==> config.mk <==
export PLATFORM = sky130hd
export DESIGN_NAME = pwm_bank
export DESIGN_NICKNAME = d
export VERILOG_FILES = /design/src/rtl/pwm_bank_pkg.sv /design/src/rtl/pwm_bank_regs.sv /design/src/rtl/pwm_bank_presc.sv /design/src/rtl/pwm_bank_chan.sv /design/src/rtl/pwm_bank.sv
export SDC_FILE = /design/constraint.sdc
export NUM_CORES = 1
export LEC_CHECK = 0
export ABC_AREA = 1
export BUFFER_PORTS_ARGS = -buffer_cell sky130_fd_sc_hd__clkbuf_2
export CAP_MARGIN = 20
export CORE_MARGIN = 5
export CORE_UTILIZATION = 59
export DETAILED_ROUTE_END_ITERATION = 6
export PLACE_DENSITY = 0.76
export SYNTH_ARGS = -nofsm -noshare
export SYNTH_HDL_FRONTEND = slang
export SYNTH_SLANG_ARGS = --single-unit
==> constraint.sdc <==
create_clock -name clk -period 5.1 [get_ports clk]
set_input_delay 0.255 -clock clk [delete_from_list [all_inputs] [get_ports clk]]
set_output_delay 0.255 -clock clk [all_outputs]
set_load 0.01 [all_outputs]
==> src/rtl/pwm_bank_pkg.sv <==
package pwm_bank_pkg;
  localparam int CNT_W       = 16;
  localparam int PSC_W       = 2;
  localparam int STAGE_W     = 3;
  localparam int STAGES      = (1 << PSC_W) - 1;
  localparam int CFG_W       = 2 * CNT_W;

  typedef struct packed {
    logic [CNT_W-1:0] duty;
    logic [CNT_W-1:0] period;
  } chan_cfg_t;
endpackage

==> src/rtl/pwm_bank_regs.sv <==
module pwm_bank_regs
  import pwm_bank_pkg::*;
#(
  parameter int NCH = 4,
  parameter int AW  = 8,
  parameter int DW  = 32
) (
  input  logic                        clk,
  input  logic                        rst_n,
  input  logic                        we,
  input  logic [AW-1:0]               addr,
  input  logic [DW-1:0]               wdata,
  output logic [DW-1:0]               rdata,
  output logic [NCH-1:0]              en_o,
  output logic [NCH-1:0][PSC_W-1:0]   code_o,
  output chan_cfg_t [NCH-1:0]         cfg_o,
  output logic [NCH-1:0]              off_o
);
  localparam int CODE_LSB    = 4;
  localparam int CFG_BASE_I  = 4;
  localparam int CFG_STRIDE  = 4;
  localparam int MODE_STRIDE = 4;
  localparam logic [AW-1:0] CTRL_ADDR = '0;
  localparam logic [AW-1:0] MODE_ADDR = AW'(CFG_BASE_I + CFG_STRIDE * NCH);
  localparam int CTRL_USED   = CODE_LSB + PSC_W * NCH;

  logic [NCH-1:0]            en_q;
  logic [NCH-1:0][PSC_W-1:0] code_q;
  chan_cfg_t [NCH-1:0]       cfg_q;
  logic [NCH-1:0]            off_q;

  always_ff @(posedge clk) begin
    if (!rst_n) begin
      en_q   <= '0;
      code_q <= '0;
      cfg_q  <= '0;
      off_q  <= '0;
    end else if (we) begin
      if (addr == CTRL_ADDR) begin
        for (int n = 0; n < NCH; n++) begin
          en_q[n]   <= wdata[n];
          code_q[n] <= wdata[CODE_LSB + PSC_W * n +: PSC_W];
        end
      end
      if (addr == MODE_ADDR) begin
        for (int n = 0; n < NCH; n++) off_q[n] <= wdata[MODE_STRIDE * n];
      end
      for (int n = 0; n < NCH; n++) begin
        if (addr == AW'(CFG_BASE_I + CFG_STRIDE * n))
          cfg_q[n] <= chan_cfg_t'(wdata[CFG_W-1:0]);
      end
    end
  end

  always_comb begin
    rdata = '0;
    if (addr == CTRL_ADDR) begin
      for (int n = 0; n < NCH; n++) begin
        rdata[n] = en_q[n];
        rdata[CODE_LSB + PSC_W * n +: PSC_W] = code_q[n];
      end
    end
    if (addr == MODE_ADDR) begin
      for (int n = 0; n < NCH; n++) rdata[MODE_STRIDE * n] = off_q[n];
    end
    for (int n = 0; n < NCH; n++) begin
      if (addr == AW'(CFG_BASE_I + CFG_STRIDE * n)) rdata[CFG_W-1:0] = cfg_q[n];
    end
  end

  assign en_o   = en_q;
  assign code_o = code_q;
  assign cfg_o  = cfg_q;
  assign off_o  = off_q;

  // control reads never show bits beyond the used fields
  a_r2_ctrl_unused_zero: assert property (@(posedge clk) disable iff (!rst_n)
    (addr == CTRL_ADDR) |-> (rdata[DW-1:CTRL_USED] == '0));

  // registers are clear on the cycle after a reset cycle
  a_r9_reset_clears: assert property (@(posedge clk)
    !rst_n |=> (en_q == '0 && off_q == '0 && cfg_q == '0));
endmodule

==> src/rtl/pwm_bank_presc.sv <==
module pwm_bank_presc
  import pwm_bank_pkg::*;
(
  input  logic             clk,
  input  logic             rst_n,
  input  logic             run,
  input  logic             restart,
  input  logic [PSC_W-1:0] code,
  output logic             tick
);
  logic [STAGES:0] carry;
  logic [STAGES-1:0][STAGE_W-1:0] q;

  assign carry[0] = 1'b1;

  for (genvar s = 0; s < STAGES; s++) begin : g_stage
    assign carry[s+1] = carry[s] && (q[s] == {STAGE_W{1'b1}});
    always_ff @(posedge clk) begin
      if (!rst_n || !run || restart) q[s] <= '0;
      else if (carry[s])             q[s] <= q[s] + 1'b1;
    end
  end

  assign tick = run && carry[code];

  // with any divide ratio above one, ticks never come on consecutive cycles
  a_r4_no_back_to_back: assert property (@(posedge clk) disable iff (!rst_n)
    (tick && code != '0) |=> (!tick || code == '0));
endmodule

==> src/rtl/pwm_bank_chan.sv <==
module pwm_bank_chan
  import pwm_bank_pkg::*;
(
  input  logic             clk,
  input  logic             rst_n,
  input  logic             en_i,
  input  logic [PSC_W-1:0] code_i,
  input  chan_cfg_t        cfg_i,
  output logic             wave_o
);
  logic [CNT_W-1:0] cnt;
  logic [CNT_W-1:0] act_period;
  logic [CNT_W-1:0] act_duty;
  logic [PSC_W-1:0] act_code;
  logic             tick;
  logic             last;
  logic             wrap;

  assign last = (act_period <= CNT_W'(1)) || (cnt == act_period - CNT_W'(1));
  assign wrap = tick && last;

  pwm_bank_presc u_presc (
    .clk     (clk),
    .rst_n   (rst_n),
    .run     (en_i),
    .restart (wrap),
    .code    (act_code),
    .tick    (tick)
  );

  always_ff @(posedge clk) begin
    if (!rst_n) begin
      cnt        <= '0;
      act_period <= '0;
      act_duty   <= '0;
      act_code   <= '0;
    end else if (!en_i || wrap) begin
      cnt        <= '0;
      act_period <= cfg_i.period;
      act_duty   <= cfg_i.duty;
      act_code   <= code_i;
    end else if (tick) begin
      cnt <= cnt + 1'b1;
    end
  end

  assign wave_o = en_i && (cnt < act_duty);

  // the counter stays inside the active period
  a_r5_cnt_in_range: assert property (@(posedge clk) disable iff (!rst_n)
    (act_period > CNT_W'(1)) |-> (cnt < act_period));

  // active settings only move on a wrap while running
  a_r7_hold_until_wrap: assert property (@(posedge clk) disable iff (!rst_n)
    (en_i && $past(en_i) && !$past(wrap)) |->
      ($stable(act_period) && $stable(act_duty) && $stable(act_code)));

  // a disabled channel restarts from count zero
  a_r6_restart_zero: assert property (@(posedge clk) disable iff (!rst_n)
    !en_i |=> (cnt == '0));
endmodule

==> src/rtl/pwm_bank.sv <==
module pwm_bank
  import pwm_bank_pkg::*;
#(
  parameter int NCH = 4,
  parameter int AW  = 8,
  parameter int DW  = 32
) (
  input  logic           clk,
  input  logic           rst_n,
  input  logic           bus_we,
  input  logic [AW-1:0]  bus_addr,
  input  logic [DW-1:0]  bus_wdata,
  output logic [DW-1:0]  bus_rdata,
  output logic [NCH-1:0] pwm_out
);
  logic [NCH-1:0]            en;
  logic [NCH-1:0][PSC_W-1:0] code;
  chan_cfg_t [NCH-1:0]       cfg;
  logic [NCH-1:0]            off;
  logic [NCH-1:0]            wave;

  pwm_bank_regs #(.NCH(NCH), .AW(AW), .DW(DW)) u_regs (
    .clk    (clk),
    .rst_n  (rst_n),
    .we     (bus_we),
    .addr   (bus_addr),
    .wdata  (bus_wdata),
    .rdata  (bus_rdata),
    .en_o   (en),
    .code_o (code),
    .cfg_o  (cfg),
    .off_o  (off)
  );

  for (genvar n = 0; n < NCH; n++) begin : g_ch
    pwm_bank_chan u_chan (
      .clk    (clk),
      .rst_n  (rst_n),
      .en_i   (en[n]),
      .code_i (code[n]),
      .cfg_i  (cfg[n]),
      .wave_o (wave[n])
    );
    assign pwm_out[n] = wave[n] && !off[n];

    // a disabled channel never drives its pin high
    a_r6_low_when_off: assert property (@(posedge clk) disable iff (!rst_n)
      !en[n] |-> !pwm_out[n]);

    // an override bit holds the pin low
    a_r8_override_low: assert property (@(posedge clk) disable iff (!rst_n)
      off[n] |-> !pwm_out[n]);
  end
endmodule

After elaboration in Yosys (flattened, before gate mapping). Cells that the tools add are included.

Div/mod/pow operators: 0. Bitwise logic cells: 1. Eq/ne operators: 21. Shifts and indexed selects: 0. $mul: 0. Magnitude comparators: 12. Reduce and logical (&&, ||, !) cells: 60. $add $sub $neg: 20. Muxes and demuxes: 17.

Operators by type and width (number): 32-bit 2-to-1 mux (4); 16-bit by 1-bit adder with 16-bit output, second input constant (4); 16-bit == test (4); 16-bit by 1-bit less-or-equal comparator with 1-bit output, second input constant (4); 16-bit < comparator (4); 16-bit by 1-bit subtractor with 16-bit output, second input constant (4); 3-bit by 1-bit adder with 3-bit output, second input constant (12); 3-bit == test, second input constant (12); 1-bit logical AND (24); 8-bit by 4-bit == test with 1-bit output, second input constant (2); 8-bit by 5-bit == test with 1-bit output, second input constant (2); 1-bit logical OR (16); 2-bit by 3-bit < comparator with 1-bit output, second input constant (4); 12-bit 2-to-1 mux (1); 2-bit AND reduction (6); 1-bit logical NOT (9); 1-bit binary-select mux with 2-bit select (4); 8-bit by 3-bit == test with 1-bit output, second input constant (1); 8-bit logical NOT (1); 1-bit 2-to-1 mux (8); 2-bit OR reduction (4); 1-bit inverter (1).

Bits in latches: 0. Memories: 0. Input port bits: 43. RAM bits: 0. ROM bits: 0. Output and inout bits: 36. Flip-flop bits (word level): 380. Logic and storage cells: 173.

Logic depth before layout (Yosys ltp).
Word-level depth: 9. Mapped depth: 18. Gate-level depth less buffers: 17.

Hierarchy. From an unflattened synthesis, not the netlist that was laid out.

Cells, all modules: 3116. Area total of the unflattened synthesis: 20666.1 um^2.

By module, submodules not included: pwm_bank_chan at g_ch[0].u_chan ... (sequential area each 1001.0 um^2, instances 3, cells each 501, area each 3218.1 um^2); pwm_bank_regs (sequential area each 2882.8 um^2, instances 1, cells each 876, area each 6019.5 um^2); pwm_bank_chan at g_ch[1].u_chan (sequential area each 1001.0 um^2, instances 1, cells each 509, area each 3235.6 um^2); pwm_bank_presc (sequential area each 180.2 um^2, instances 4, cells each 55, area each 429.2 um^2); pwm_bank (sequential area each 0.0 um^2, instances 1, cells each 8, area each 40.0 um^2).

Worst setup path after synthesis. Ideal clock, no wire load.

Path type: register to register. Start: register g_ch[1].u_chan.u_presc.q[0] in the netlist's numbering. End: register g_ch[1].u_chan.cnt[15]. Stages on the path, launching flop included: 15. Path slack: 3032 ps. Data arrival time: 1951 ps. Library setup time: 117 ps. Period minus slack after synthesis: 2068 ps. Path buffers: 1. Required time: 4983 ps. Path through: dfxtp_1 -> ha_1 -> ha_1 -> buf_4 -> nand2_2 -> o21a_1 -> nor2_4 -> inv_2 -> nor2_4 -> nand2_1 -> nor2_2 -> nand3b_1 -> nor2_2 -> xnor2_1 -> nor2_1.

Word-level cells in the longest chain between the ends: 9.

Ends and longest elaborated chain: from (decl) (line pwm_bank_presc.sv:12) `logic [STAGES-1:0][STAGE_W-1:0] q;`; from (signal, indexed assignment) (line pwm_bank_presc.sv:20) `else if (carry[s]) q[s] <= q[s] + 1'b1;`; 3-bit == test (*) (line pwm_bank_presc.sv:17) `assign carry[s+1] = carry[s] && (q[s] == {STAGE_W{1'b1}});`; 1-bit logical AND (2 in a row) (line pwm_bank_presc.sv:17); 1-bit binary-select mux with 2-bit select (*) (line pwm_bank_presc.sv:24) `assign tick = run && carry[code];`; 1-bit 2-to-1 mux (implied by the code) (*) (line pwm_bank_presc.sv:24); 1-bit logical AND (*) (line pwm_bank_presc.sv:24); 1-bit logical AND (line pwm_bank_chan.sv:20) `assign wrap = tick && last;`; 1-bit logical OR (line pwm_bank_chan.sv:37) `end else if (!en_i || wrap) begin`; 2-bit OR reduction (no source line); to (signal assigned) (line pwm_bank_chan.sv:43) `cnt <= cnt + 1'b1;`; to (decl) (line pwm_bank_chan.sv:11) `logic [CNT_W-1:0] cnt;`.

Mark *: on every way between the ends. The rest lies on a longest branch, timed or not. The select of a mux whose other input is x is not followed. A chain may end at the register's enable or synchronous reset.

Final worst setup path.
Start: register g_ch[3].u_chan.u_presc.q[0] in the netlist's numbering. End: register g_ch[3].u_chan.cnt[7].

Word-level cells in the longest chain between the ends: 9.

Ends and longest elaborated chain (line): from (decl) (pwm_bank_presc.sv:12); from (signal, indexed assignment) (pwm_bank_presc.sv:20); 3-bit == test (*) (pwm_bank_presc.sv:17); 1-bit logical AND (2 in a row) (pwm_bank_presc.sv:17); 1-bit binary-select mux with 2-bit select (*) (pwm_bank_presc.sv:24); 1-bit 2-to-1 mux (implied by the code) (*) (pwm_bank_presc.sv:24); 1-bit logical AND (*) (pwm_bank_presc.sv:24); 1-bit logical AND (pwm_bank_chan.sv:20); 1-bit logical OR (pwm_bank_chan.sv:37); 2-bit OR reduction (no source line); to (signal assigned) (pwm_bank_chan.sv:43); to (decl) (pwm_bank_chan.sv:11).

Marked as above.

==> metrics list <==
* Part of the Yosys area used for sequential elements: 0.375
- After detailed routing, the number of remaining DRC violations is 0.
- Pre-Repair DR Iteration Count: 5
* Average cell area after synthesis: 6.95 µm²
- In this design, the largest share of critical-path delay is due to simple AND/OR/NAND/NOR gates.
* Clock transition at path regs: 0.06 ns
- Max-cap violations in this run came to 0.
- Aggregate global routing overflow: 0
- Final net count: 3055
- Dominant register cell in the synthesized netlist: sky130_fd_sc_hd__dfxtp_1
- Critical Path Slowest Stage Cell: sky130_fd_sc_hd__nand2_2
- TritonCTS built the clock tree.
* Die height: 195 µm
* Pre-CTS setup slack: 1.86 ns
* Postcts setup bufs: 0
* Cell Area, Placed: 20700 µm²
* Final min period: 3.20 ns
* Result of the run: finished clean
- Layout cell share with drive strength beyond 1: 0.0879
- Number of port buffers: 78
- Yosys attributes the largest share of cell area to sky130_fd_sc_hd__dfxtp_1 (38%), sky130_fd_sc_hd__nor2_1 (11%), sky130_fd_sc_hd__nand2_1 (9.8%).
- Summed over all failing endpoints, the final setup total negative slack is 0 ns.
- After floorplanning, the core was sized to cover 33700 µm².
* Final setup slack of the worst path: 1.90 ns
- For this block, the via count after detailed routing is 18700.
- Clock net sink count: 380
- Netlist cell types: 48
- In this run the horizontal extent of the chip is 195 µm.
- Across the VDD grid, the largest voltage drop is 0.230 mV.
- Maximum number of pins on one net before global-route repair: 103
- Post-CTS sizing: 0
- Number of flops mapped to enable cells by yosys: 0
- Clock tree synthesis inserted a total of 41 buffers.
- The share of total power dissipated in combinational logic is 0.028.
- Source-to-sink clock delay at the later pin of the worst-skew pair: 0.55 ns
- The worst setup path is launched from a register.
* CP bufs+invs: 1
* Post-synthesis instance area: 20300 µm²
* Number of synthesized register bits: 380
* Placed wire-length estimate: 43400 µm
- Summing internal, switching and leakage power gives 6.17 mW.
- The share of synthesized area in the top cell type comes to 0.375.
- In this run the worst setup path begins at g_ch[3].u_chan.u_presc.q[0]$_SDFF_PP0_.
- Path class of the lowest-slack min-delay path: input pin to register
- Final Hold Vio Count: 0
- Power share of the clock group: 0.489
* Average via count per standard cell: 5.50
- Unrepaired setup endpoints after global routing: false
* Buffer depth of the longest clock path: 3
- Setup violators final: 0
- The synthesized design spends more area on one cell type than any other, namely sky130_fd_sc_hd__dfxtp_1.
- Compared with the post-synthesis result, the final layout area differs by 8.94%.
- The share of total power dissipated in sequential elements is 0.483.
- Most frequent standard cell in the layout excluding fill and tap cells: sky130_fd_sc_hd__nor2_1
* Global-route met3 utilization: 0.0317
* Net count of the mapped netlist: 3056
* Highest-count cells in the layout ignoring fill and taps: sky130_fd_sc_hd__nor2_1 (614), sky130_fd_sc_hd__nand2_1 (531), sky130_fd_sc_hd__dfxtp_1 (376)
- The startpoint identified for the worst hold timing path is bus_wdata[25].
- The H-tree was split into 2 levels.
- In the finished design, the share of the clock period the worst path needs comes to 0.627.
- For this run, the slowest stage of the critical path takes 0.73 ns.
- Total internal power: 4.84 mW
- For this run, global-route usage on met1 was measured as 0.413.
- Kind of end point of the critical path: register
- Max-slew violations: 0
- Async set-or-reset flop fraction in the synthesized netlist: 0
- At the pin with the least slew margin, the transition time is 1.11 ns.
- I/O pin count: 79
* Critical path class: register to register
- Final WL: 59000 µm
* Global routing usage summed across all routing layers: 0.299
- The signal on the critical path passes through ha_1, ha_1, nand2_1, o21ai_0, nand2_1, inv_2, nand2_2, nand3_2, a21oi_1.
- Leakage component of the power: 9.52 nW
- Summing all non-filler instances in the final layout gives an area of 22100 µm².
- The die covers 38100 µm².
* Net switching power: 1.34 mW
* Iteration-0 DRC Markers: 1567
- The startpoint identified for the worst register-to-register timing path is g_ch[3].u_chan.u_presc.q[0]$_SDFF_PP0_.
* Most Crowded Layer GR: met2
- Buffers inserted to repair hold after CTS numbered 0.
- Switching Fraction: 0.216
- Final Core Density: 0.655
* Fin Clk Skew: 0.0262 ns
- Routed wirelength normalized by instance count: 17.4 µm
- Relative slew margins: 0.257
- Number of global-route vias before repair: 17200
* Largest driver fanout on the critical path: 50
* Floorplan row count: 67
- Clock tree synthesis selected as its root buffer the cell sky130_fd_sc_hd__clkbuf_16.
- The initial antenna violation count was 1.
* Antenna-violating nets left: 0
- Cells after Synth: 2917
* Global placer's final weighted congestion: 0.975
- Warnings, synthesis: 0
- Based on the critical path, the design can be clocked at up to 313 MHz.
- Register-to-register setup slack: 1.90 ns
* Data arrival time of the critical path: 3.65 ns
- The first global-routing pass estimated 93800 µm of wire.
* Starting utilization of the core area: 0.601
- In the global route stage, met2 resource usage came out at 0.486.
- Req. time, crit path: 5.56 ns
- In this run the power density over the cells is 280 nW/µm².
-- flip-flops by register name (all words and copies together), names as in the netlist --
name and count:
g_ch.u_chan.act_period 64, g_ch.u_chan.u_presc.q 36, u_regs.code_o 8, g_ch.u_chan.act_duty 64, u_regs.en_o 4, u_regs.cfg_o 128, g_ch.u_chan.cnt 64, g_ch.u_chan.act_code 8
u_regs.off_o 4
-- metal layers --
layer / share of wire / up-vias / wire (µm)
met3: 0.056 / 127 / 3300
met1: 0.44 / 8586 / 26200
met5: 0 / - / 0
met4: 0.042 / 0 / 2460
met2: 0.46 / 578 / 27100
li1: - / 9378 / -
-- cell usage after synthesis, types with 8 or more instances --
master                       n
sky130_fd_sc_hd__nor3_1     24
sky130_fd_sc_hd__o21ai_0   172
sky130_fd_sc_hd__inv_1     249
sky130_fd_sc_hd__nor2_1    616
sky130_fd_sc_hd__ha_1       96
sky130_fd_sc_hd__xor2_1     70
sky130_fd_sc_hd__xnor2_1    48
sky130_fd_sc_hd__nand2_1   531
sky130_fd_sc_hd__nand4_1    33
sky130_fd_sc_hd__dfxtp_1   380
sky130_fd_sc_hd__buf_6      11
sky130_fd_sc_hd__inv_2       8
sky130_fd_sc_hd__buf_1      21
sky130_fd_sc_hd__a221oi_1   10
sky130_fd_sc_hd__nor2_2     14
sky130_fd_sc_hd__nand3b_1   19
sky130_fd_sc_hd__a21oi_2    40
sky130_fd_sc_hd__mux2i_1     8
sky130_fd_sc_hd__buf_2      34
sky130_fd_sc_hd__a21oi_1   170
sky130_fd_sc_hd__clkbuf_1   69
sky130_fd_sc_hd__nand2_2    12
sky130_fd_sc_hd__nor2_4     12
sky130_fd_sc_hd__nand3_1   211
-- metrics by stage --
stage	hold slack, ns	instances
after floorplan	0.390	2917
after global placement	0.406	3320
after detailed placement	0.418	3320
after CTS	0.00706	3392
after global routing	0.0293	3394
final	0.0271	3394
-- cell families after synthesis --
family                     Yosys count  share of synthesized area
buffers and inverters              398                     0.0808
and+or+nand+nor                   1493                      0.312
adders and majority gates           96                     0.0593
muxes                                8                    0.00395
xor gates and xnor gates           118                     0.0510
DFF                                380                      0.375
AOI/OAI and AO/OA                  424                      0.118
-- power by group through the flow --
stage | registers [mW] | clock network (mW) | logic, mW
after floorplan | 3.04 | 0 | 0.0975
after global placement | 3.04 | 0 | 0.165
after detailed placement | 3.04 | 0 | 0.166
after CTS | 2.98 | 3.05 | 0.168
after global routing | 2.98 | 3.18 | 0.186
final | 2.98 | 3.02 | 0.172
-- worst paths after layout --
kind	end	cells after the start
worst min register to register	g_ch[1].u_chan.u_presc.q[0]$_SDFF_PP0_	1
worst max-delay path	g_ch[3].u_chan.cnt[7]$_SDFFE_PP0P_	9
worst min-delay path	u_regs.cfg_o[25]$_SDFFE_PN0P_	3
worst max register to register	g_ch[3].u_chan.cnt[7]$_SDFFE_PP0P_	9
-- layout make-up --
class | count | area [µm²]
antenna | 1 | 2.50
sequential | 380 | 7610
timing repair buffer | 96 | 539
fill | 3094 | 11600
inverter | 258 | 968
multi-input combinational | 2139 | 11000
clock buffer | 63 | 1230
tap | 448 | 561
clock inverter | 9 | 130
-- worst register-to-register path: cells and delay by family, from the launching register on --
kind | cells | cell delay (ns)
AO/OA/AOI/OAI | 2 | 0.41
flip-flops | 1 | 0.32
buffers and inverters | 1 | 0.14
AND/OR/NAND/NOR | 4 | 1.77
adder cells (fa/ha/maj) | 2 | 0.48
No activity file was read; power rests on OpenSTA's default activity.
